<file path="config.mk">
export PLATFORM = sky130hd
export DESIGN_NAME = mcd_datapath
export DESIGN_NICKNAME = d
export VERILOG_FILES = /design/src/rtl/mcd_pkg.sv /design/src/rtl/mcd_regfile.sv /design/src/rtl/mcd_alu.sv /design/src/rtl/mcd_pc_next.sv /design/src/rtl/mcd_datapath.sv
export SDC_FILE = /design/constraint.sdc
export NUM_CORES = 2
export LEC_CHECK = 0
export BUFFER_PORTS_ARGS = -buffer_cell sky130_fd_sc_hd__buf_2
export CAP_MARGIN = 20
export CORE_MARGIN = 5
export CORE_UTILIZATION = 34
export CTS_CLUSTER_DIAMETER = 80
export CTS_CLUSTER_SIZE = 40
export DETAILED_ROUTE_END_ITERATION = 16
export GPL_TIMING_DRIVEN = 0
export HOLD_SLACK_MARGIN = 0.05
export PLACE_DENSITY_LB_ADDON = 0.1
export SLEW_MARGIN = 15
export SYNTH_ARGS = -nofsm -noshare
export SYNTH_HDL_FRONTEND = slang
export SYNTH_SLANG_ARGS = --single-unit
</file>
<file path="constraint.sdc">
create_clock -name clk -period 7.5 [get_ports clk]
set_input_delay 0.375 -clock clk [delete_from_list [all_inputs] [get_ports clk]]
set_output_delay 0.375 -clock clk [all_outputs]
set_load 0.005 [all_outputs]
</file>
<file path="src/rtl/mcd_pkg.sv">
package mcd_pkg;

   // ALU operation select (port alu_mode)
   typedef enum logic [1:0] {
      ALU_ADD = 2'b00,
      ALU_SUB = 2'b01,
      ALU_OR  = 2'b10,
      ALU_FN  = 2'b11
   } alu_mode_e;

   // second ALU input select (port opb_src)
   typedef enum logic [1:0] {
      OPB_REG  = 2'b00,
      OPB_SEXT = 2'b01,
      OPB_ZEXT = 2'b10,
      OPB_REGX = 2'b11
   } opb_src_e;

   // function-field codes honoured when alu_mode selects the funct decode
   localparam logic [5:0] FN_SUB = 6'h23;
   localparam logic [5:0] FN_AND = 6'h24;
   localparam logic [5:0] FN_OR  = 6'h25;

   // instruction word geometry
   localparam int unsigned INST_W    = 32;
   localparam int unsigned IMM_W     = 16;
   localparam int unsigned RIDX_W    = 5;
   localparam int unsigned INST_BYTES = 4;

endpackage

</file>
<file path="src/rtl/mcd_regfile.sv">
module mcd_regfile #(
   parameter int unsigned W    = 32,
   parameter int unsigned NREG = 32,
   parameter int unsigned IW   = 5
) (
   input  logic          clk,
   input  logic          we,
   input  logic [IW-1:0] waddr,
   input  logic [W-1:0]  wdata,
   input  logic [IW-1:0] raddr0,
   input  logic [IW-1:0] raddr1,
   output logic [W-1:0]  rdata0,
   output logic [W-1:0]  rdata1
);

   localparam int unsigned AW = (NREG > 1) ? $clog2(NREG) : 1;

   logic [W-1:0] ent [NREG];

   for (genvar i = 0; i < NREG; i++) begin : g_ent
      if (i == 0) begin : g_zero
         assign ent[i] = '0;
      end else begin : g_reg
         logic [W-1:0] q;
         always_ff @(posedge clk) begin
            if (we && (int'(waddr) == i)) begin
               q <= wdata;
            end
         end
         assign ent[i] = q;
      end
   end

   logic [AW-1:0] ridx0, ridx1;
   assign ridx0 = AW'(raddr0);
   assign ridx1 = AW'(raddr1);

   assign rdata0 = (int'(raddr0) < NREG) ? ent[ridx0] : '0;
   assign rdata1 = (int'(raddr1) < NREG) ? ent[ridx1] : '0;

endmodule

</file>
<file path="src/rtl/mcd_alu.sv">
module mcd_alu
   import mcd_pkg::*;
#(
   parameter int unsigned W = 32
) (
   input  logic [W-1:0] a,
   input  logic [W-1:0] b,
   input  logic [1:0]   mode,
   input  logic [5:0]   fn,
   output logic [W-1:0] y
);

   typedef enum logic [1:0] {K_ADD, K_SUB, K_AND, K_OR} kind_e;

   kind_e kind;

   always_comb begin
      unique case (alu_mode_e'(mode))
         ALU_ADD: kind = K_ADD;
         ALU_SUB: kind = K_SUB;
         ALU_OR:  kind = K_OR;
         default: begin
            case (fn)
               FN_SUB:  kind = K_SUB;
               FN_AND:  kind = K_AND;
               FN_OR:   kind = K_OR;
               default: kind = K_ADD;
            endcase
         end
      endcase
   end

   always_comb begin
      unique case (kind)
         K_ADD:   y = a + b;
         K_SUB:   y = a - b;
         K_AND:   y = a & b;
         default: y = a | b;
      endcase
   end

endmodule

</file>
<file path="src/rtl/mcd_pc_next.sv">
module mcd_pc_next
   import mcd_pkg::*;
#(
   parameter int unsigned W = 32
) (
   input  logic [W-1:0]     pc,
   input  logic [IMM_W-1:0] imm,
   input  logic             cond_br,
   input  logic             eq,
   output logic [W-1:0]     nxt
);

   localparam logic [W-1:0] STEP = W'(INST_BYTES);

   logic [W-1:0] seq_pc;
   logic [W-1:0] offs;
   logic [W-1:0] tgt_pc;

   assign seq_pc = pc + STEP;
   assign offs   = {{(W-IMM_W-2){imm[IMM_W-1]}}, imm, 2'b00};
   assign tgt_pc = seq_pc + offs;
   assign nxt    = (cond_br && eq) ? tgt_pc : seq_pc;

endmodule

</file>
<file path="src/rtl/mcd_datapath.sv">
module mcd_datapath
   import mcd_pkg::*;
#(
   parameter int unsigned XLEN = 32,
   parameter int unsigned NREG = 32
) (
   input  logic            clk,
   input  logic            rst,
   input  logic            ld_pc,
   input  logic            pc_cond_br,
   input  logic            ld_inst,
   input  logic            ld_opa,
   input  logic            ld_opb,
   input  logic            ld_eq,
   input  logic            ld_res,
   input  logic            ld_mdr,
   input  logic [1:0]      alu_mode,
   input  logic [1:0]      opb_src,
   input  logic            rf_wr,
   input  logic            wr_dst_rd,
   input  logic            wr_from_mem,
   output logic [XLEN-1:0] imem_addr,
   input  logic [31:0]     imem_rdata,
   output logic [XLEN-1:0] dmem_addr,
   output logic [XLEN-1:0] dmem_wdata,
   input  logic [XLEN-1:0] dmem_rdata,
   output logic [5:0]      opcode,
   output logic [5:0]      funct,
   output logic            eq_flag
);

   if (XLEN < 32) begin : g_bad_xlen
      $error("mcd_datapath: XLEN must be at least 32");
   end
   if (NREG < 2 || NREG > 32) begin : g_bad_nreg
      $error("mcd_datapath: NREG must lie in 2..32");
   end

   // holding registers
   logic [XLEN-1:0]   pc_q, opa_q, opb_q, res_q, mdr_q;
   logic [INST_W-1:0] inst_q;
   logic              eq_q;

   // instruction fields
   logic [RIDX_W-1:0] f_rs, f_rt, f_rd;
   logic [IMM_W-1:0]  f_imm;
   assign f_rs  = inst_q[25:21];
   assign f_rt  = inst_q[20:16];
   assign f_rd  = inst_q[15:11];
   assign f_imm = inst_q[15:0];

   // register file
   logic [XLEN-1:0]   rs_val, rt_val, wr_val;
   logic [RIDX_W-1:0] wr_idx;

   assign wr_idx = wr_dst_rd   ? f_rd  : f_rt;
   assign wr_val = wr_from_mem ? mdr_q : res_q;

   mcd_regfile #(
      .W    (XLEN),
      .NREG (NREG),
      .IW   (RIDX_W)
   ) u_rf (
      .clk    (clk),
      .we     (rf_wr),
      .waddr  (wr_idx),
      .wdata  (wr_val),
      .raddr0 (f_rs),
      .raddr1 (f_rt),
      .rdata0 (rs_val),
      .rdata1 (rt_val)
   );

   // dedicated equality comparator
   logic eq_nxt;
   assign eq_nxt = (rs_val == rt_val);

   // second ALU input
   logic [XLEN-1:0] imm_sx, imm_zx, alu_b, alu_y;
   assign imm_sx = {{(XLEN-IMM_W){f_imm[IMM_W-1]}}, f_imm};
   assign imm_zx = {{(XLEN-IMM_W){1'b0}}, f_imm};

   always_comb begin
      unique case (opb_src_e'(opb_src))
         OPB_SEXT: alu_b = imm_sx;
         OPB_ZEXT: alu_b = imm_zx;
         default:  alu_b = opb_q;
      endcase
   end

   mcd_alu #(
      .W (XLEN)
   ) u_alu (
      .a    (opa_q),
      .b    (alu_b),
      .mode (alu_mode),
      .fn   (inst_q[5:0]),
      .y    (alu_y)
   );

   // next program counter
   logic [XLEN-1:0] pc_nxt;

   mcd_pc_next #(
      .W (XLEN)
   ) u_pcn (
      .pc      (pc_q),
      .imm     (f_imm),
      .cond_br (pc_cond_br),
      .eq      (eq_q),
      .nxt     (pc_nxt)
   );

   // register transfers, one strobe each
   always_ff @(posedge clk) begin
      if (rst) begin
         pc_q <= '0;
      end else if (ld_pc) begin
         pc_q <= pc_nxt;
      end
   end

   always_ff @(posedge clk) begin
      if (rst) begin
         inst_q <= '0;
      end else if (ld_inst) begin
         inst_q <= imem_rdata;
      end
   end

   always_ff @(posedge clk) begin
      if (rst) begin
         opa_q <= '0;
      end else if (ld_opa) begin
         opa_q <= rs_val;
      end
   end

   always_ff @(posedge clk) begin
      if (rst) begin
         opb_q <= '0;
      end else if (ld_opb) begin
         opb_q <= rt_val;
      end
   end

   always_ff @(posedge clk) begin
      if (rst) begin
         eq_q <= 1'b0;
      end else if (ld_eq) begin
         eq_q <= eq_nxt;
      end
   end

   always_ff @(posedge clk) begin
      if (rst) begin
         res_q <= '0;
      end else if (ld_res) begin
         res_q <= alu_y;
      end
   end

   always_ff @(posedge clk) begin
      if (rst) begin
         mdr_q <= '0;
      end else if (ld_mdr) begin
         mdr_q <= dmem_rdata;
      end
   end

   // outputs
   assign imem_addr  = pc_q;
   assign dmem_addr  = res_q;
   assign dmem_wdata = opb_q;
   assign opcode     = inst_q[31:26];
   assign funct      = inst_q[5:0];
   assign eq_flag    = eq_q;

endmodule

</file>
==> After elaboration in Yosys (flattened, before gate mapping) <==
Cells that the tools add are included.
{ "totals": {"input_bits": 81, "out_inout_bits": 109, "register_bits": 1185} }
{ "classes": {"reduce_logical": 34, "n_mux": 13, "order_cmp": 2, "bitwise": 4, "eq_ne": 41, "add_sub_neg": 4} }
{ "ops": {"columns": ["operator", "count"], "rows": [
  ["$bmux W32 S5", 2],
  ["$mux W32", 6],
  ["$pmux W32 S3", 1],
  ["$eq A5 B5 Y1 const B", 16],
  ["$add A32 B32 Y32", 2],
  ["$pmux W32 S2", 1],
  ["$eq A5 B4 Y1 const B", 8],
  ["$add A32 B3 Y32 const B", 1],
  ["$and A32 B32 Y32", 1],
  ["$eq A32 B32 Y1", 1],
  ["$logic_and A1 B1 Y1", 32],
  ["$or A32 B32 Y32", 1],
  ["$sub A32 B32 Y32", 1],
  ["$eq A5 B3 Y1 const B", 4],
  ["$eq A6 B6 Y1 const B", 3],
  ["$ge A6 B6 Y1 const B", 2],
  ["$not A5 Y6", 2],
  ["$pmux W2 S3", 2],
  ["$eq A5 B2 Y1 const B", 2],
  ["$eq A2 B1 Y1 const B", 3],
  ["$eq A2 B2 Y1 const B", 3],
  ["$eq A5 B1 Y1 const B", 1],
  ["$mux W5", 1],
  ["$logic_not A2 Y1", 2]
]} }

==> Longest topological paths before layout <==
{ "logic_depth": {"ltp_word": 5, "ltp_mapped": 29} }

==> Modules after synthesis <==
A second synthesis with hierarchy kept.
{ "hier_totals": {"hier_cells": 4080, "hier_area_um2": 59754.8} }
{ "modules_own_cells": {"columns": ["mod", "area_per_inst_um2", "cells_each", "seq_area_each_um2", "n_inst"], "rows": [
  ["mcd_regfile", 46115.5, 2452, 29788.6, 1],
  ["mcd_datapath", 7976.4, 783, 3863.7, 1],
  ["mcd_alu", 3042.9, 442, 0.0, 1],
  ["mcd_pc_next", 2620.0, 403, 0.0, 1]
]} }

==> Worst setup path after synthesis <==
OpenSTA, ideal clock, no wires.
{ "synth_timing": {"kind": "input to register", "from": "in opb_src[0]", "to": "reg res_q[31], in the netlist dmem_addr[31]", "stages": 27, "path_slack_ps": 1908, "setup_ps": 67, "required_time_ps": 7433, "arrival_time_ps": 5525, "n_path_buf": 6, "path_cell_list": "inv_1 > ha_1 > buf_2 > buf_2 > buf_2 > clkbuf_1 > clkbuf_1 > buf_1 > o21ai_0 > inv_1 > ha_1 > and4_1 > nand4_1 > nor3_2 > o22ai_1 > a32oi_1 > ha_1 > a21o_1 > a21oi_1 > a21boi_0 > o21ai_0 > a311oi_2 > nor2_1 > a311o_1 > or2_0 > mux2_2 > a21oi_2"} }
{ "synth_via": {"elab_chain_len": 4, "elab_cells_between_ends": 8} }
{ "synth_lines": {"columns": ["element", "line", "source"], "rows": [
  ["start: declaration", "mcd_datapath.sv:18", "input logic [1:0] opb_src,"],
  ["$eq A2 B2 Y1 / $eq A2 B1 Y1 (equally long branches)", "mcd_datapath.sv:84", "unique case (opb_src_e'(opb_src))"],
  ["$pmux W32 S2 (*)", "mcd_datapath.sv:84", null],
  ["$sub A32 B32 Y32 (tied with other cells)", "mcd_alu.sv:36", "K_SUB: y = a - b;"],
  ["$pmux W32 S3 (*)", "mcd_alu.sv:34", "unique case (kind)"],
  ["end signal: assignment", "mcd_datapath.sv:159", "res_q <= alu_y;"],
  ["end: declaration", "mcd_datapath.sv:40", "logic [XLEN-1:0] pc_q, opa_q, opb_q, res_q, mdr_q;"]
]} }
Every way passes the cells marked *; elsewhere a longest branch is shown, timed or not.
A chain may end at the register's enable or synchronous reset.

==> Final worst setup path <==
Same ends and word-level chain as after synthesis.

==> results by group <==
Floorplan
  • Die height: about 430 microns
  • IO Count: 190
  • Rows: approximately 150
  • Die ar.: between 150000 and 200000 sq um
  • Initial Util: 0.342
  • Core Region: 174000 sq um
  • Die Width: between 400 and 500 microns

Route
  • Drt drc: 0
  • Drt pass-1 iters: 7
  • Routed WL: about 270000 microns
  • Total number of vias: about 43000
  • Drt first-iter violations: about 6200
  • Final ANT Viol Nets: 0
  • Wire per inst: ~39 microns
  • Vias per inst: 6.13

Synthesis
  • Cell variety after synth: between 80 and 90
  • Post-synthesis compound-gate area fraction: 0.0820
  • Cell Area, Synth: 59600 sq um
  • Avg Inst Size Synth: ~14 sq um
  • Post-synth top cells: 992 x edfxtp_1, 375 x mux4_2, 357 x nor2_1
  • Post-synth ARST share: 0
  • Combinational family with the most area after synthesis: multiplexers
  • Synth Area in Simple Gates: 0.0591
  • Most common cell in the netlist: edfxtp_1
  • Area contributors post-synth: edfxtp_1 50%, mux4_2 14%, dfxtp_1 6.4%, mux2i_1 5.3%, mux2_2 3.7%
  • Synth top area share: 0.500
  • Synthesized netlist cell count: approximately 4200
  • Synth Area in Adders: 0.0171
  • Top FF cell, synth: edfxtp_1
  • Synth Area in XOR/XNOR: 0.0194
  • Multiplexer area fraction after synthesis: 0.231
  • Register area share after synthesis: 0.564
  • Number of flops mapped to enable cells by yosys: between 900 and 1000
  • Synth Register Bits: around 1200
  • Total of warnings raised by yosys: 0
  • Synth area leader: edfxtp_1

STA
  • Final worst slack: around 460 ps
  • Endpoints failing hold: 0
  • Max Clk Rate: 142 MHz
  • Final setup violation count: 0
  • Worst slew margin: 0.0522
  • RSZ-0062 raised after global routing: no
  • Tcrit/Tclk final: 0.939
  • Clock Skews: between 70 and 80 ps
  • Tightest Pin Transition: between 1000 and 1500 ps
  • Final worst path period need: roughly 7000 ps
  • Fin Setup TNS: 0 ps
  • Final max-slew violation count: 0

Finish
  • Post-route cell area: slightly below 70000 sq um
  • Cell Count, Final, Fillers Out: between 6000 and 7000
  • Share of cells above drive strength 1: 0.259
  • Ant diodes: 0
  • P&R area growth vs syn: 15.7%
  • Final Net Count: roughly 4700
  • Post-layout util: 0.396

CTS
  • Clk_lat worst skew: about 780 ps
  • CTS tree: yes
  • Clock transition at path regs: ~80 ps
  • Clock buffer count from CTS: a little over 80
  • CTS sink count: 1183
  • Postcts setup bufs: 0
  • CTS Root Cell: clkbuf_16
  • Htree depth: 3
  • CTS Buffer Depth: 3

Setup path
  • Startpoint Class: primary input
  • Data required time at the worst endpoint: around 8200 ps
  • Worst setup EP type: register
  • Max FO, Critical Path: 10
  • Data arrival time at the worst-slack endpoint: 7690 ps
  • CP Class: in2reg

Placement
  • Port bufs: between 150 and 200
  • Setup WS pre-CTS: -401 ps
  • DPL Wire Length: a little under 200000 microns
  • Placed cell count: around 6700
  • Area after DPL: roughly 65000 sq um
  • RePlAce Congestion: around 0.93

Global route
  • Overflow after GRT: 0
  • Initial antenna violation count: 11
  • Largest net degree at the start of global routing: 32
  • Vias in the first global route: between 40000 and 50000
  • First-pass GRT wire length: ~360000 microns
  • All-Layer GR Usage: 0.285

Flow run
  • Max-cap violations: 0

Power and ir drop
  • Peak supply drop: 166 uV
  • Leak: around 24 nW
  • Pwr Density: about 230 nW/um^2

Hold path
  • Min-Delay Path Class: in2reg

Run status
  • Outcome: finished, final reports clean
==> power by group <==
part           total (W)  internal [W]  leakage, nW  switching [W]
Clock            0.00518       0.00227         1.42        0.00290
Combinational    0.00286      0.000957         11.5        0.00190
Sequential       0.00751       0.00737         10.7       0.000147
==> area by class of cell <==
| type | instances | area [sq um] |
|---|---|---|
| clock inverters | 67 | 830 |
| repair buffers | 339 | 3240 |
| clock buffers | 87 | 2120 |
| inverters | 41 | 154 |
| well taps | 2325 | 2910 |
| flip-flops and latches | 1183 | 33600 |
| fillers | 16300 | 105000 |
| multi-input cells | 2622 | 24600 |
| plain buffers | 309 | 1510 |
==> cells by family (layout without fill, tap and decap cells) <==
| family | after synthesis | count (layout) |
|---|---|---|
| XOR/XNOR | 132 | 132 |
| AO/OA/AOI/OAI | 712 | 712 |
| AND/OR/NAND/NOR | 809 | 809 |
| adder cells (fa/ha/maj) | 83 | 83 |
| other | 1 | 2 |
| buffers and inverters | 350 | 843 |
| flip-flops | 1183 | 1183 |
| multiplexers | 884 | 884 |
==> metal layers <==
metal | share of wire | GRT usage
met1 | 0.41 | 0.382
met3 | 0.088 | 0.0582
met2 | 0.46 | 0.460
met4 | 0.044 | 0.0992
met5 | 0 | 0
==> path summary, 6_finish.rpt <==
check                               from                         end  slack [ps]  cells past startpoint
setup reg to reg  inst_q[1]$_SDFFE_PP0P_  dmem_addr[28]$_SDFFE_PP0P_        1260                     18
setup / recovery              opb_src[0]  dmem_addr[31]$_SDFFE_PP0P_         460                     28
hold / removal                     ld_pc  imem_addr[30]$_SDFFE_PP0P_         100                      4
hold reg to reg   mdr_q[31]$_SDFFE_PP0P_      mdr_q[31]$_SDFFE_PP0P_         500                      2
==> through the flow <==
| step | hold WS, ps | power (W) |
|---|---|---|
| 2_1_floorplan | 454 | 0.00916 |
| 3_3_place_gp | 470 | 0.0104 |
| 3_5_place_dp | 482 | 0.0104 |
| 4_1_cts | 56.7 | 0.0155 |
| 5_1_grt | 101 | 0.0160 |
| 6_report | 103 | 0.0156 |
==> cell usage in the layout (no fill, tap or decap), types with 18 or more instances in the layout <==
master	n
a31oi_1	27
buf_2	273
a221oi_1	55
a21o_1	29
nor2_1	326
nand3_1	48
dfxtp_1	190
xnor2_1	74
o21ai_0	144
buf_12	52
clkbuf_1	123
mux2i_1	315
mux2_2	194
nand2b_1	30
edfxtp_1	992
nor2b_1	27
o22ai_1	30
a22oi_1	47
dlygate4sd3_1	66
a222oi_1	34
a311oi_1	18
nor3_1	24
ha_1	68
xor2_1	58
a211oi_1	42
o221ai_1	37
buf_4	54
nand2_1	234
a21oi_1	134
clkbuf_16	84
inv_1	36
buf_1	32
nor2_4	31
mux4_2	375
==> state kept, by name (all words and copies together) (netlist names) <==
register,cells
dmem_addr,32
dmem_wdata,32
eq_flag,1
imem_addr,30
inst_q,32
mdr_q,32
opa_q,32
u_rf.g_ent.g_reg.q,992
==> timing repair <==
item / CTS / global route
endpoints found under the hold margin: 66 / 0
setup endpoints to repair: 0 / 1
gates resized for setup: 0 / 1
hold buffers: 66 / 0
==> worst max-delay path, stage by stage <==
cell and delay (ps):
buf_2 90, inv_1 40, ha_1 270, buf_2 200
buf_2 260, buf_2 300, clkbuf_1 510, clkbuf_1 470
clkbuf_2 400, o21ai_0 250, inv_1 140, ha_1 220
and4_1 410, nand4_1 250, nor3_2 410, o22ai_1 130
a32oi_1 380, ha_1 360, a21o_1 180, a21oi_1 220
a21boi_0 270, o21ai_0 140, a311oi_2 270, nor2_1 140
a311o_1 390, or2_0 210, mux2_2 270, a21oi_2 130
(Power assumes the default switching activity.)
